--- src/rtl/fpl_pkg.sv ---
package fpl_pkg;
  typedef enum logic [1:0] {
    ST_IDLE = 2'd0,
    ST_LOAD = 2'd1,
    ST_PROG = 2'd2
  } ld_state_e;

  localparam int unsigned DEF_ADDR_W = 20;
  localparam int unsigned DEF_HALF_W = 6;
endpackage

--- src/rtl/fpl_strobe_edge.sv ---
module fpl_strobe_edge (
  input  logic clk,
  input  logic rst_n,
  input  logic wr_n_i,
  output logic fall_o,
  output logic rise_o
);
  logic wr_q;

  always_ff @(posedge clk or negedge rst_n) begin
    if (!rst_n) wr_q <= 1'b1;
    else        wr_q <= wr_n_i;
  end

  assign fall_o = wr_q & ~wr_n_i;
  assign rise_o = ~wr_q & wr_n_i;

  AST_EDGE_EXCL: assert property (@(posedge clk) disable iff (!rst_n)
    !(fall_o && rise_o));
endmodule

--- src/rtl/fpl_idle_timer.sv ---
module fpl_idle_timer #(
  parameter int unsigned LOAD_TMO = 10000,
  parameter int unsigned GAP_MAX  = 3000,
  localparam int unsigned CNT_W   = $clog2(LOAD_TMO + 1)
) (
  input  logic clk,
  input  logic rst_n,
  input  logic restart_i,
  input  logic run_i,
  output logic expire_o,
  output logic late_o
);
  logic [CNT_W-1:0] cnt;

  always_ff @(posedge clk or negedge rst_n) begin
    if (!rst_n)                                  cnt <= '0;
    else if (restart_i)                          cnt <= '0;
    else if (run_i && cnt != CNT_W'(LOAD_TMO-1)) cnt <= cnt + 1'b1;
  end

  assign expire_o = run_i && (cnt == CNT_W'(LOAD_TMO-1));
  assign late_o   = (cnt >= CNT_W'(GAP_MAX));

  AST_CNT_BOUND: assert property (@(posedge clk) disable iff (!rst_n)
    cnt <= CNT_W'(LOAD_TMO-1));
endmodule

--- src/rtl/fpl_page_store.sv ---
module fpl_page_store #(
  parameter int unsigned BYTES = 128,
  localparam int unsigned OFF_W = $clog2(BYTES)
) (
  input  logic               clk,
  input  logic               rst_n,
  input  logic               clr_i,
  input  logic               we_i,
  input  logic [OFF_W-1:0]   woff_i,
  input  logic [7:0]         wdata_i,
  input  logic [OFF_W-1:0]   roff_i,
  output logic [8*BYTES-1:0] data_o,
  output logic [BYTES-1:0]   valid_o,
  output logic [7:0]         rdata_o
);
  for (genvar k = 0; k < BYTES; k++) begin : g_cell
    always_ff @(posedge clk or negedge rst_n) begin
      if (!rst_n) begin
        data_o[8*k +: 8] <= 8'hFF;
        valid_o[k]       <= 1'b0;
      end else if (clr_i) begin
        data_o[8*k +: 8] <= 8'hFF;
        valid_o[k]       <= 1'b0;
      end else if (we_i && woff_i == OFF_W'(k)) begin
        data_o[8*k +: 8] <= wdata_i;
        valid_o[k]       <= 1'b1;
      end
    end
  end

  assign rdata_o = data_o[8*roff_i +: 8];

  AST_VALID_STEP: assert property (@(posedge clk) disable iff (!rst_n)
    !clr_i |=> $countones(valid_o) <= $countones($past(valid_o)) + 1);
  AST_CLR_EMPTY: assert property (@(posedge clk) disable iff (!rst_n)
    clr_i |=> valid_o == '0);
endmodule

--- src/rtl/flash_page_loader.sv ---
module flash_page_loader
  import fpl_pkg::*;
#(
  parameter int unsigned ADDR_W      = DEF_ADDR_W,
  parameter int unsigned HALF_W      = DEF_HALF_W,
  parameter int unsigned LOAD_TMO    = 10000,
  parameter int unsigned GAP_MAX     = 3000,
  parameter int unsigned PROG_CYCLES = 2000,
  localparam int unsigned OFF_W      = HALF_W + 1,
  localparam int unsigned PAGE_BYTES = 1 << OFF_W,
  localparam int unsigned PAGE_W     = ADDR_W - HALF_W,
  localparam int unsigned PCNT_W     = $clog2(PROG_CYCLES + 1)
) (
  input  logic                    clk,
  input  logic                    rst_n,
  input  logic                    arm_i,
  input  logic                    wr_n_i,
  input  logic [ADDR_W-1:0]       addr_i,
  input  logic                    bank_i,
  input  logic [7:0]              data_i,
  output logic [8*PAGE_BYTES-1:0] buf_data_o,
  output logic [PAGE_BYTES-1:0]   buf_valid_o,
  output logic                    busy_o,
  output logic                    done_o,
  output logic                    err_o,
  output logic                    late_o,
  output logic                    arr_we_o,
  output logic [ADDR_W:0]         arr_addr_o,
  output logic [7:0]              arr_data_o
);
  function automatic logic [OFF_W-1:0] pos_in_page(input logic bank,
                                                   input logic [ADDR_W-1:0] a);
    return {bank, a[HALF_W-1:0]};
  endfunction

  function automatic logic [PAGE_W-1:0] page_of(input logic [ADDR_W-1:0] a);
    return a[ADDR_W-1:HALF_W];
  endfunction

  ld_state_e         state;
  logic              fall_ev, rise_ev, accept_rise;
  logic              fall_seen, discard_q, any_q;
  logic [OFF_W-1:0]  off_q;
  logic [PAGE_W-1:0] page_q;
  logic [PCNT_W-1:0] prog_cnt;
  logic              done_q, err_q, late_q;
  logic              arm_ev, tmo_ev, gap_late, store_we;
  logic [7:0]        rd_byte;

  fpl_strobe_edge u_edge (
    .clk(clk), .rst_n(rst_n), .wr_n_i(wr_n_i), .fall_o(fall_ev), .rise_o(rise_ev)
  );

  assign arm_ev      = (state == ST_IDLE) && arm_i;
  assign accept_rise = (state == ST_LOAD) && rise_ev && fall_seen;
  assign store_we    = accept_rise && !discard_q;

  fpl_idle_timer #(.LOAD_TMO(LOAD_TMO), .GAP_MAX(GAP_MAX)) u_timer (
    .clk(clk), .rst_n(rst_n),
    .restart_i(arm_ev || accept_rise),
    .run_i((state == ST_LOAD) && wr_n_i && !accept_rise),
    .expire_o(tmo_ev), .late_o(gap_late)
  );

  fpl_page_store #(.BYTES(PAGE_BYTES)) u_store (
    .clk(clk), .rst_n(rst_n), .clr_i(arm_ev),
    .we_i(store_we), .woff_i(off_q), .wdata_i(data_i),
    .roff_i(prog_cnt[OFF_W-1:0]),
    .data_o(buf_data_o), .valid_o(buf_valid_o), .rdata_o(rd_byte)
  );

  always_ff @(posedge clk or negedge rst_n) begin
    if (!rst_n) begin
      state     <= ST_IDLE;
      fall_seen <= 1'b0;
      discard_q <= 1'b0;
      any_q     <= 1'b0;
      off_q     <= '0;
      page_q    <= '0;
      prog_cnt  <= '0;
      done_q    <= 1'b0;
      err_q     <= 1'b0;
      late_q    <= 1'b0;
    end else begin
      unique case (state)
        ST_IDLE: if (arm_i) begin
          state     <= ST_LOAD;
          fall_seen <= 1'b0;
          discard_q <= 1'b0;
          any_q     <= 1'b0;
          done_q    <= 1'b0;
          err_q     <= 1'b0;
          late_q    <= 1'b0;
        end
        ST_LOAD: begin
          if (fall_ev) begin
            off_q     <= pos_in_page(bank_i, addr_i);
            fall_seen <= 1'b1;
            if (any_q && page_of(addr_i) != page_q) begin
              discard_q <= 1'b1;
              err_q     <= 1'b1;
            end else begin
              discard_q <= 1'b0;
              if (!any_q) page_q <= page_of(addr_i);
            end
            if (any_q && gap_late) late_q <= 1'b1;
          end
          if (accept_rise) begin
            fall_seen <= 1'b0;
            if (!discard_q) any_q <= 1'b1;
          end
          if (tmo_ev) begin
            if (any_q) begin
              state    <= ST_PROG;
              prog_cnt <= '0;
            end else begin
              state  <= ST_IDLE;
              done_q <= 1'b1;
            end
          end
        end
        ST_PROG: begin
          if (prog_cnt == PCNT_W'(PROG_CYCLES-1)) begin
            state  <= ST_IDLE;
            done_q <= 1'b1;
          end else begin
            prog_cnt <= prog_cnt + 1'b1;
          end
        end
        default: state <= ST_IDLE;
      endcase
    end
  end

  assign busy_o     = (state == ST_PROG);
  assign done_o     = done_q;
  assign err_o      = err_q;
  assign late_o     = late_q;
  assign arr_we_o   = busy_o && (int'(prog_cnt) < PAGE_BYTES);
  assign arr_addr_o = {page_q, prog_cnt[OFF_W-1:0]};
  assign arr_data_o = rd_byte;

  AST_BUSY_NOT_DONE: assert property (@(posedge clk) disable iff (!rst_n)
    busy_o |-> !done_o);
  AST_DONE_AT_EXIT: assert property (@(posedge clk) disable iff (!rst_n)
    $fell(busy_o) |-> done_o);
  AST_WE_IN_PROG: assert property (@(posedge clk) disable iff (!rst_n)
    arr_we_o |-> busy_o);
  AST_PAGE_HELD: assert property (@(posedge clk) disable iff (!rst_n)
    busy_o |=> $stable(page_q));
  AST_ERR_FROM_FALL: assert property (@(posedge clk) disable iff (!rst_n)
    $rose(err_q) |-> $past(fall_ev) && $past(any_q));
  AST_LATE_AFTER_BYTE: assert property (@(posedge clk) disable iff (!rst_n)
    $rose(late_q) |-> $past(any_q) && $past(fall_ev));
endmodule

--- config.mk ---
export PLATFORM = sky130hd
export DESIGN_NAME = flash_page_loader
export DESIGN_NICKNAME = d
export VERILOG_FILES = /design/src/rtl/fpl_pkg.sv /design/src/rtl/fpl_strobe_edge.sv /design/src/rtl/fpl_idle_timer.sv /design/src/rtl/fpl_page_store.sv /design/src/rtl/flash_page_loader.sv
export SDC_FILE = /design/constraint.sdc
export NUM_CORES = 2
export LEC_CHECK = 0
export BUFFER_PORTS_ARGS = -buffer_cell sky130_fd_sc_hd__clkbuf_2
export CAP_MARGIN = 20
export CORE_AREA = 10 10 472 474
export DETAILED_ROUTE_END_ITERATION = 7
export DIE_AREA = 0 0 482 484
export GPL_TIMING_DRIVEN = 0
export SLEW_MARGIN = 25
export SYNTH_ARGS = -nofsm -noshare
export SYNTH_HDL_FRONTEND = slang
export SYNTH_SLANG_ARGS = --single-unit
--- constraint.sdc ---
create_clock -name clk -period 6 [get_ports clk]
set_clock_uncertainty 0.1 [all_clocks]
set_input_delay 0.3 -clock clk [delete_from_list [all_inputs] [get_ports clk]]
set_output_delay 0.3 -clock clk [all_outputs]
set_load 0.02 [all_outputs]
==> metrics.md <==
| Metric | Value |
|---|---|
| Post-Syn Area | 58500 sq um |
| Failing checks | negative setup slack |
| #FFs+latches synth | 1207 |
| HP Class | in2reg |
| Worst setup path category | reg2out |
| Fmax | 163 MHz |
| Vias in the first global route | 57238 |
| Asr flop ratio synth | 100% |
| CTS tree | done |
| CTS Buf Count | 147 |
| All-Layer GR Usage | 37.8% |
| Setup TNS | -0.234 ns |
| Final period util | 102% |
| Largest area contributor in the netlist | dfstp_2 |
| Status | finished with violations |
| Relative slew slack | 18.2% |
| Top cells by area, synth | dfstp_2 (46%), nand2_1 (13%), nand3_1 (11%) |
| Fin util | 35.2% |
| Vias per cell | 5.83 |
| Tot Pwr | 23.9 mW |
| Antenna violations before repair | 47 |
| Register area share after synthesis | 53.8% |
| Root buffer cell | clkbuf_16 |
| Clock Path Buffers | 3 |
| GR Overflow Total | 0 |
| Port bufs | 1210 |
| Critical Path Fanout Max | 10 |
| Clock period minus worst slack | 6.14 ns |
| First-pass GRT wire length | 590000 um |
| Cells after synthesis | 6073 |
| Number of flops mapped to enable cells by yosys | 0 |
| # setup viols final | 4 |
| Placeable core area | 214000 sq um |
| Syn avg cell area | 9.64 sq um |
| Data arrival, critical path | 5.74 ns |
| Peak VDD IR | 0.342 mV |
| Starting DRT DRC Count | 9102 |
| Layout cell share with drive strength beyond 1 | 40.1% |
| DIE AREA | 233000 sq um |
| Worst path required time | 5.60 ns |
| Worst-Margin Slew | 1.23 ns |
| Leakage | 33.7 nW |
| Pre-CTS worst setup slack | 0.699 ns |
| Worst-path clk slew | 0.05 ns |
| Unrepaired setup endpoints after global routing | false |
| Total number of vias | 61270 |
| YS warnings | 0 |
| Die X-Extent | 482 um |
| I/O pin cnt | 1219 |
| Layout Cells excl Fill | 10513 |
| DR DRC count | 0 |
| Area growth from synthesis to layout | 28.4% |
| Post-DP HPWL | 365000 um |
| Syn Nets | 6114 |
| Post-DRT Antenna Nets | 0 |
| Routability Congestion | 0.994 |
| H-tree Lvls | 4 |
| Chip height | 484 um |
| Clk sink count | 1207 |
| Synth unique cells | 78 |
| Final Cell Area | 75100 sq um |
| Filler Cells Inserted | 21878 |
| Inst Count DP | 10181 |
| Final net count | 7568 |
| Final hold slack | 0.133 ns |
| Top FF cell, synth | dfstp_2 |
| Post-synth top cells | nand2_1 (2033), nand3_1 (1242), dfstp_2 (1025) |
| Pwr Density | 319 nW/um^2 |
| Largest net degree at the start of global routing | 90 |
| Worst skew pair latency | 0.84 ns |
| Placed standard-cell area | 69800 sq um |
| Worst setup margin | -0.145 ns |
| Max cap viols | 0 |
| Row Count | 170 |
| Initial Utilization | 27.4% |
| Pre-Repair DR Iteration Count | 6 |
| Fin. Hold Viols | 0 |
| Synth top area share | 46.0% |
| Max-slew violation count | 0 |
| Critical Path Sink Type | output port |
| Final wirelength | 460000 um |
| Startpoint types | flop |
| Routed len/inst | 43.8 um |
| Most frequent cell after synthesis | nand2_1 |
[final cells by class]
type                    count  area [sq um]  area share (%)
flip-flops and latches   1207         31500            41.9
multi-input cells        4408         25100            33.5
repair buffers           1305          7840            10.4
plain buffers             443          2120            2.82
inverters                  15          56.3          0.0749
diodes                     35          87.6           0.117
clock inverters            45           608           0.809
well taps                2838          3550            4.73
clock buffers             217          4260            5.66
[registers in the layout, summed over array words and instances, names as in the netlist]
register,flops
u_store.data_o,1024
u_store.valid_o,128
page_q,14
u_timer.cnt,14
prog_cnt,11
off_q,7
state,2
any_q,1
discard_q,1
done_o,1
err_o,1
fall_seen,1
late_o,1
u_edge.wr_q,1
[logic make-up (layout without fill, tap and decap cells)]
family	count (synthesis)	in the layout	share of synthesized area, %
adder cells (fa/ha/maj)	8	8	0.171
AO/OA/AOI/OAI	214	214	2.52
XOR/XNOR	22	22	0.329
buffers and inverters	458	2025	3.54
other	0	35	0
AND/OR/NAND/NOR	3780	3780	28.0
flip-flops	1207	1207	53.8
multiplexers	384	384	11.6
[path summary, 6_finish.rpt]
kind,cells after the start,end,start,slack (ns)
setup / recovery,8,arr_data_o[0],prog_cnt[3]$_DFFE_PN0P_,-0.14
hold / removal,2,u_edge.wr_q$_DFF_PN1_,wr_n_i,0.13
setup reg to reg,10,u_store.data_o[344]$_DFFE_PN1P_,state[1]$_DFFE_PN0P_,1.78
hold reg to reg,1,done_o$_DFFE_PN0P_,done_o$_DFFE_PN0P_,0.39
max in group asynchronous,9,u_store.data_o[435]$_DFFE_PN1P_,rst_n,2.60
min in group asynchronous,3,u_store.data_o[792]$_DFFE_PN1P_,rst_n,0.55
[cells in the final DEF, fill, tap and decap left out, types with 13 or more instances in the layout]
cell           count
a211oi_1          18
a21oi_1           54
a22oi_1           32
and3_1            15
buf_16            38
buf_2             51
buf_4             25
buf_6             27
clkbuf_1         291
clkbuf_16        150
clkbuf_2        1290
clkbuf_8          26
clkinv_2          16
dfrtp_1          182
dfstp_2         1025
diode_2           35
dlygate4sd3_1     34
mux2_2            47
mux2i_1          105
mux4_2           231
nand2_1         2033
nand3_1         1237
nor2_1           322
nor2_2            45
nor2b_1           23
o21ai_0           23
o22ai_1           13
xor2_1            15
[worst max-delay path, stage by stage, from the launching register on]
cell,delay [ns]
dfrtp_1,0.59
buf_2,0.35
clkbuf_2,0.47
nor2_1,0.80
nand2_1,0.70
o21ai_0,0.77
a211oi_1,0.20
a21oi_1,0.64
clkbuf_2,0.36
[what timing repair did]
action / 4_1_cts / 5_1_grt
resized for setup: 6 / 1
pin swaps: 0 / 0
hold endpoints to repair: 238 / 0
setup buffers: 0 / 0
endpoints found under the setup margin: 6 / 1
hold buffers: 34 / 0
[metal layers]
metal  track usage [%]  wire (um)  up-vias
met2              55.7     194000     5017
met3              16.6      61500     1124
met1              45.4     169000    31411
met5                 0        186        -
li1                  -          -    23696
met4              22.8      35700       22
[where the power goes]
part | leakage, nW | total (mW) | switching (mW) | internal [mW]
Sequential | 13.3 | 8.72 | 0.273 | 8.45
Clock | 2.38 | 9.38 | 3.98 | 5.40
Combinational | 18.0 | 5.84 | 4.61 | 1.23
Total | 33.7 | 23.9 | 8.86 | 15.1
No activity file was read; power rests on OpenSTA's default activity.
